[config.mk]
export PLATFORM = sky130hd
export DESIGN_NAME = adc_frame_seq
export DESIGN_NICKNAME = d
export VERILOG_FILES = /design/src/rtl/adc_seq_pkg.sv /design/src/rtl/adc_seq_period.sv /design/src/rtl/adc_seq_bitclk.sv /design/src/rtl/adc_seq_shifter.sv /design/src/rtl/adc_frame_seq.sv
export SDC_FILE = /design/constraint.sdc
export NUM_CORES = 1
export LEC_CHECK = 0
export ABC_AREA = 1
export ABC_CLOCK_PERIOD_IN_PS = 1400
export BUFFER_PORTS_ARGS = -buffer_cell sky130_fd_sc_hd__buf_2
export CORE_UTILIZATION = 45
export CTS_CLUSTER_DIAMETER = 50
export CTS_CLUSTER_SIZE = 40
export DETAILED_ROUTE_END_ITERATION = 8
export HOLD_SLACK_MARGIN = 0.02
export PLACE_DENSITY = 0.65
export SLEW_MARGIN = 20
export SYNTH_ARGS = -nofsm -noshare
export SYNTH_HDL_FRONTEND = slang
export SYNTH_SLANG_ARGS = --single-unit
[constraint.sdc]
create_clock -name clk -period 1.4 [get_ports clk]
set_input_delay 0.07 -clock clk [delete_from_list [all_inputs] [get_ports clk]]
set_output_delay 0.07 -clock clk [all_outputs]
set_load 0.02 [all_outputs]
[src/rtl/adc_seq_pkg.sv]
package adc_seq_pkg;

    typedef enum logic [1:0] {
        ST_IDLE  = 2'd0,
        ST_CONV  = 2'd1,
        ST_SHIFT = 2'd2,
        ST_TAIL  = 2'd3
    } seq_state_e;

    typedef enum logic {
        RST_EARLY_CS  = 1'b0,
        RST_SHORT_CLK = 1'b1
    } rst_mode_e;

endpackage

[src/rtl/adc_seq_period.sv]
module adc_seq_period #(
    parameter int PERIOD_CLKS = 55
) (
    input  logic clk,
    input  logic rst_n,
    output logic start_o
);
    localparam int CW = (PERIOD_CLKS > 2) ? $clog2(PERIOD_CLKS) : 1;

    logic [CW-1:0] cnt_q;

    always_ff @(posedge clk or negedge rst_n) begin
        if (!rst_n) begin
            cnt_q <= '0;
        end else if (cnt_q == CW'(PERIOD_CLKS - 1)) begin
            cnt_q <= '0;
        end else begin
            cnt_q <= cnt_q + 1'b1;
        end
    end

    assign start_o = (cnt_q == '0);

endmodule

[src/rtl/adc_seq_bitclk.sv]
module adc_seq_bitclk #(
    parameter int SCLK_DIV   = 2,
    parameter int FRAME_BITS = 12,
    parameter int BIT_W      = $clog2(FRAME_BITS + 1)
) (
    input  logic             clk,
    input  logic             rst_n,
    input  logic             run_i,
    output logic             sclk_hi_o,
    output logic             rise_o,
    output logic             bit_end_o,
    output logic [BIT_W-1:0] bit_idx_o
);
    localparam int HALF = SCLK_DIV / 2;
    localparam int PW   = $clog2(SCLK_DIV);

    logic [PW-1:0]    ph_q;
    logic [BIT_W-1:0] idx_q;

    always_ff @(posedge clk or negedge rst_n) begin
        if (!rst_n) begin
            ph_q  <= '0;
            idx_q <= '0;
        end else if (!run_i) begin
            ph_q  <= '0;
            idx_q <= '0;
        end else if (bit_end_o) begin
            ph_q  <= '0;
            idx_q <= idx_q + 1'b1;
        end else begin
            ph_q  <= ph_q + 1'b1;
        end
    end

    assign rise_o    = run_i && (ph_q == PW'(HALF - 1));
    assign bit_end_o = run_i && (ph_q == PW'(SCLK_DIV - 1));
    assign bit_idx_o = idx_q;

    generate
        if (SCLK_DIV == 2) begin : g_div2
            assign sclk_hi_o = ph_q[0];
        end else begin : g_divn
            assign sclk_hi_o = (ph_q >= PW'(HALF));
        end
    endgenerate

endmodule

[src/rtl/adc_seq_shifter.sv]
module adc_seq_shifter #(
    parameter int FRAME_BITS = 12
) (
    input  logic                  clk,
    input  logic                  rst_n,
    input  logic                  shift_i,
    input  logic                  sdata_i,
    output logic [FRAME_BITS-1:0] word_o
);
    logic [FRAME_BITS-1:0] sh_q;

    always_ff @(posedge clk or negedge rst_n) begin
        if (!rst_n) begin
            sh_q <= '0;
        end else if (shift_i) begin
            sh_q <= {sh_q[FRAME_BITS-2:0], sdata_i};
        end
    end

    assign word_o = sh_q;

endmodule

[src/rtl/adc_frame_seq.sv]
module adc_frame_seq
    import adc_seq_pkg::*;
#(
    parameter int        PERIOD_CLKS    = 55,
    parameter int        CONV_WAIT_CLKS = 27,
    parameter int        FRAME_BITS     = 12,
    parameter int        SCLK_DIV       = 2,
    parameter int        CNV_LOW_CLKS   = 8,
    parameter int        CS_HIGH_CLKS   = 2,
    parameter int        RST_BITS       = 7,
    parameter rst_mode_e RESET_MODE     = RST_EARLY_CS
) (
    input  logic                  clk,
    input  logic                  rst_n,
    input  logic                  sdata_i,
    output logic                  cnv_n_o,
    output logic                  cs_n_o,
    output logic                  sclk_o,
    output logic [FRAME_BITS-1:0] result_o,
    output logic                  valid_o,
    output logic                  overrun_o
);
    localparam int BIT_W   = $clog2(FRAME_BITS + 1);
    localparam int WW      = $clog2(CONV_WAIT_CLKS + 1);
    localparam int BUDGET  = CONV_WAIT_CLKS + FRAME_BITS * SCLK_DIV + CS_HIGH_CLKS;
    localparam bit OVERRUN = (BUDGET > PERIOD_CLKS);
    localparam bit EARLY   = (RESET_MODE == RST_EARLY_CS);

    seq_state_e       state_q, state_d;
    logic [WW-1:0]    wcnt_q;
    logic             first_q;
    logic             start;
    logic             sclk_hi, rise, bit_end;
    logic [BIT_W-1:0] bit_idx;
    logic             run, frame_done, gate;
    logic [FRAME_BITS-1:0] word;
    logic             valid_q;
    logic [FRAME_BITS-1:0] result_q;

    adc_seq_period #(.PERIOD_CLKS(PERIOD_CLKS)) period_i (
        .clk     (clk),
        .rst_n   (rst_n),
        .start_o (start)
    );

    adc_seq_bitclk #(
        .SCLK_DIV   (SCLK_DIV),
        .FRAME_BITS (FRAME_BITS),
        .BIT_W      (BIT_W)
    ) bitclk_i (
        .clk       (clk),
        .rst_n     (rst_n),
        .run_i     (run),
        .sclk_hi_o (sclk_hi),
        .rise_o    (rise),
        .bit_end_o (bit_end),
        .bit_idx_o (bit_idx)
    );

    adc_seq_shifter #(.FRAME_BITS(FRAME_BITS)) shifter_i (
        .clk     (clk),
        .rst_n   (rst_n),
        .shift_i (state_q == ST_SHIFT && rise),
        .sdata_i (sdata_i),
        .word_o  (word)
    );

    assign run = (state_q == ST_SHIFT) || (state_q == ST_TAIL);

    // State register
    always_ff @(posedge clk or negedge rst_n) begin
        if (!rst_n) begin
            state_q <= ST_IDLE;
        end else begin
            state_q <= state_d;
        end
    end

    // Next-state logic
    always_comb begin
        state_d = state_q;
        unique case (state_q)
            ST_IDLE:  if (start) state_d = ST_CONV;
            ST_CONV:  if (wcnt_q == WW'(CONV_WAIT_CLKS - 1)) state_d = ST_SHIFT;
            ST_SHIFT: begin
                if (bit_end) begin
                    if (first_q && EARLY && bit_idx == BIT_W'(RST_BITS - 1)) begin
                        state_d = ST_TAIL;
                    end else if (bit_idx == BIT_W'(FRAME_BITS - 1)) begin
                        state_d = ST_IDLE;
                    end
                end
            end
            ST_TAIL:  if (bit_end && bit_idx == BIT_W'(FRAME_BITS - 1)) state_d = ST_IDLE;
            default:  state_d = ST_IDLE;
        endcase
    end

    assign frame_done = run && (state_d == ST_IDLE);
    assign gate       = first_q && !EARLY && (bit_idx >= BIT_W'(RST_BITS));

    // Output decode
    always_comb begin
        cnv_n_o = 1'b1;
        cs_n_o  = 1'b1;
        sclk_o  = 1'b0;
        unique case (state_q)
            ST_IDLE:  ;
            ST_CONV:  cnv_n_o = !(wcnt_q < WW'(CNV_LOW_CLKS));
            ST_SHIFT: begin
                cs_n_o = 1'b0;
                sclk_o = sclk_hi && !gate;
            end
            ST_TAIL:  sclk_o = sclk_hi;
            default:  ;
        endcase
    end

    // Wait counter, reset-frame flag and result register
    always_ff @(posedge clk or negedge rst_n) begin
        if (!rst_n) begin
            wcnt_q   <= '0;
            first_q  <= 1'b1;
            valid_q  <= 1'b0;
            result_q <= '0;
        end else begin
            wcnt_q  <= (state_q == ST_CONV) ? wcnt_q + 1'b1 : '0;
            valid_q <= frame_done && !first_q;
            if (frame_done && !first_q) begin
                result_q <= word;
            end
            if (frame_done) begin
                first_q <= 1'b0;
            end
        end
    end

    assign valid_o   = valid_q;
    assign result_o  = result_q;
    assign overrun_o = OVERRUN;

endmodule

==> results.yml <==
floorplan:
  die_height_um: 68.5
  start_util_pct: 48.3
  dieArea_um2: 4690
  rows: 23
  dieWidth_um: 68.5
  num_io_pins: 20
  core-area_um2: 4120
global_route:
  track_usage_pct: 16.6
  overflow: 0
  grt_pass1_vias: 1232
  grt_max_degree: 27
  grt_pass1_wl_um: 5620
  antenna_found_initial: 0
setup_path:
  r2r-start: "bitclk_i.bit_idx_o[0]"
  startpoint: "bitclk_i.bit_idx_o[0]"
  cp-start-kind: "flip-flop"
  end_kind: "flip-flop"
  cp_max_fo: 23
  crit_end: "result_o[2]"
  cp_data_required_time_ns: 1.59
  arrival_ns: 1.52
  r2r_cells: 7
  regToRegSetupSlack_ns: 0.07
  crit_type: "flip-flop to flip-flop"
  r2r-end: "result_o[2]"
yosys:
  yosysTopAreaCellShare_pct: 54.2
  ys_top_cells_by_area: "dfrtp_1, nand2_1, inv_1"
  synth_top_cell_by_area: "dfrtp_1"
  syn_area_um2: 1990
  seq_area_frac_synth_pct: 55.5
  ys_seq_elements: 44
  syn_inst: 213
  yosys_warnings: 0
  avgSynthCellArea_um2: 9.33
  synth.distinct_cells: 24
  synthesis.nets: 223
layout:
  fill_cells: 393
  nets: 253
  multiInputGateArea_um2: 724
  layout.area.seq_um2: 1100
  antenna_cells: 0
  area_growth_pct: 16.9
  drive_gt1_share_pct: 25.4
  fin_area_um2: 2320
  utilization_pct: 56.4
drt:
  route.detailed.drc: 0
  postRouteAntennaNets: 0
  drtPass1Iterations: 4
  vias: 1403
  drt-initial-drc-count: 97
  avgViaCountPerCell: 4.77
  wl_per_cell_um: 11.1
  wl_um: 3260
timing:
  timing.hold.ws_ns: 0.0466
  period_share_pct: 95.1
  slew_viol_final: 0
  fmax_ghz: 0.751
  fin_crit_ns: 1.33
  hold_violations: 0
  setup_violations: 0
  clock-skew-final_ns: 0.00612
  final.setup.tns_ns: 0
pwr:
  peakVddDrop_mv: 0.492
  p_total_mw: 2.31
  leakagePower_nw: 1.19
  power_density_nw_per_um2: 994
placed_design:
  gp_congestion: 0.804
  dpl_cell_area_um2: 2170
  hpwl_um: 2250
  io_buffers: 18
clocking:
  cts.clk_slew.worst_paths_ns: 0.08
  cts_tree: "yes"
  cts_buffers: 5
  clockRootBuffer: "clkbuf_8"
  clkLatencyLatePin_ns: 0.29
  cts_max_level: 2
  cts.path.max_buffers: 2
  cts.sinks: 44
run:
  drv_cap: 0
status:
  status: "completed"
hold_path:
  worstHoldPathType: "primary input to flip-flop"
[synth_stat cells]
library cell and number:
nand2_2 10, nand3_2 1, buf_4 1, nand2_1 38
dfrtp_1 43, o21ai_0 9, xor2_1 1, dfstp_2 1
a21oi_1 6, buf_6 2, nand2_4 1, nand3_1 8
nor2_4 2, inv_1 30, nand4_1 3, o21ai_2 11
inv_2 1, nor2_1 20, ha_1 7, buf_2 2
nor3_1 3, conb_1 1, clkinv_1 1, o21ai_1 11
[worst min path at each step]
stage / startpoint / end / cells after the start
6_report: sdata_i / shifter_i.word_o[0] / 3
5_1_grt: sdata_i / shifter_i.word_o[0] / 3
4_1_cts: sdata_i / shifter_i.word_o[0] / 3
3_5_place_dp: rst_n / bitclk_i.bit_idx_o[2] / 1
3_3_place_gp: rst_n / bitclk_i.bit_idx_o[1] / 1
2_1_floorplan: rst_n / bitclk_i.bit_idx_o[0] / 0
[final cells by class]
| cell class | instances | area share (%) |
|---|---|---|
| clock buffers | 6 | 3.12 |
| multi-input cells | 132 | 31.2 |
| inverters | 32 | 5.17 |
| well taps | 50 | 2.69 |
| flip-flops and latches | 44 | 47.5 |
| repair buffers | 28 | 8.84 |
| clock inverters | 2 | 1.51 |
[metal layers]
layer / vias to the layer above / wire length (um) / GRT usage (%)
li1: 729 / - / -
met1: 638 / 1660 / 23.7
met2: 28 / 1410 / 23.4
met3: 8 / 118 / 4.00
met4: 0 / 67 / 7.81
met5: - / 0 / 0
[power breakdown]
group          switching [mW]  leakage (nW)  internal (mW)  total [mW]
Clock                   0.416        0.0552          0.530       0.945
Sequential            0.00845         0.549           1.29        1.30
Combinational          0.0473         0.588         0.0196      0.0669
Total                   0.471          1.19           1.84        2.31
[stage by stage]
step	worst slack, ns	std cells
after floorplan	0.184	213
after global placement	0.116	280
after detailed placement	0.0754	280
after CTS	0.0327	290
after global routing	-0.00433	294
final	0.0690	294
[worst max-delay path: stages (launching register included)]
cell and delay, ns:
dfrtp_1 0.38, ha_1 0.22, nand3_2 0.11, nor2_4 0.13
nand2_4 0.07, buf_12 0.17, nand2_1 0.09, o21ai_2 0.05
[state kept, by name, indices dropped and copies added (netlist names)]
register,cells
bitclk_i.sclk_hi_o,1
state_q,2
first_q,1
period_i.cnt_q,6
wcnt_q,5
bitclk_i.bit_idx_o,4
shifter_i.word_o,12
valid_o,1
result_o,12
[cells in the final DEF, fill, tap and decap left out]
cell / n
o21ai_1: 11
o21ai_0: 9
nand2_1: 38
clkinv_1: 1
conb_1: 1
inv_1: 29
clkbuf_8: 5
bufinv_16: 1
dfrtp_1: 43
nand2_4: 1
a21oi_1: 6
clkinv_2: 1
buf_4: 6
inv_2: 2
dfstp_2: 1
xor2_1: 1
nor3_1: 3
nor2_4: 2
buf_12: 3
nand3_2: 1
nor2_1: 20
nand4_1: 3
nand3_1: 8
clkbuf_1: 1
nand2_2: 10
ha_1: 7
o21ai_2: 11
dlygate4sd3_1: 1
buf_2: 18
[repair_timing]
action | 4_1_cts | 5_1_grt
hold buffers | 1 | 0
setup endpoints to repair | 1 | 5
setup buffers | 1 | 4
resized for setup | 0 | 1
hold endpoints to repair | 17 | 0
pin swaps | 0 | 0
[kinds of logic after synthesis]
group | Yosys count | synth area share, %
other | 1 | 0.189
adders and majority gates | 7 | 4.41
and+or+nand+nor | 86 | 20.0
DFF | 44 | 55.5
buffers and inverters | 37 | 8.06
xor gates and xnor gates | 1 | 0.441
AOI/OAI and AO/OA | 37 | 11.4
No activity file was read; power rests on OpenSTA's default activity.
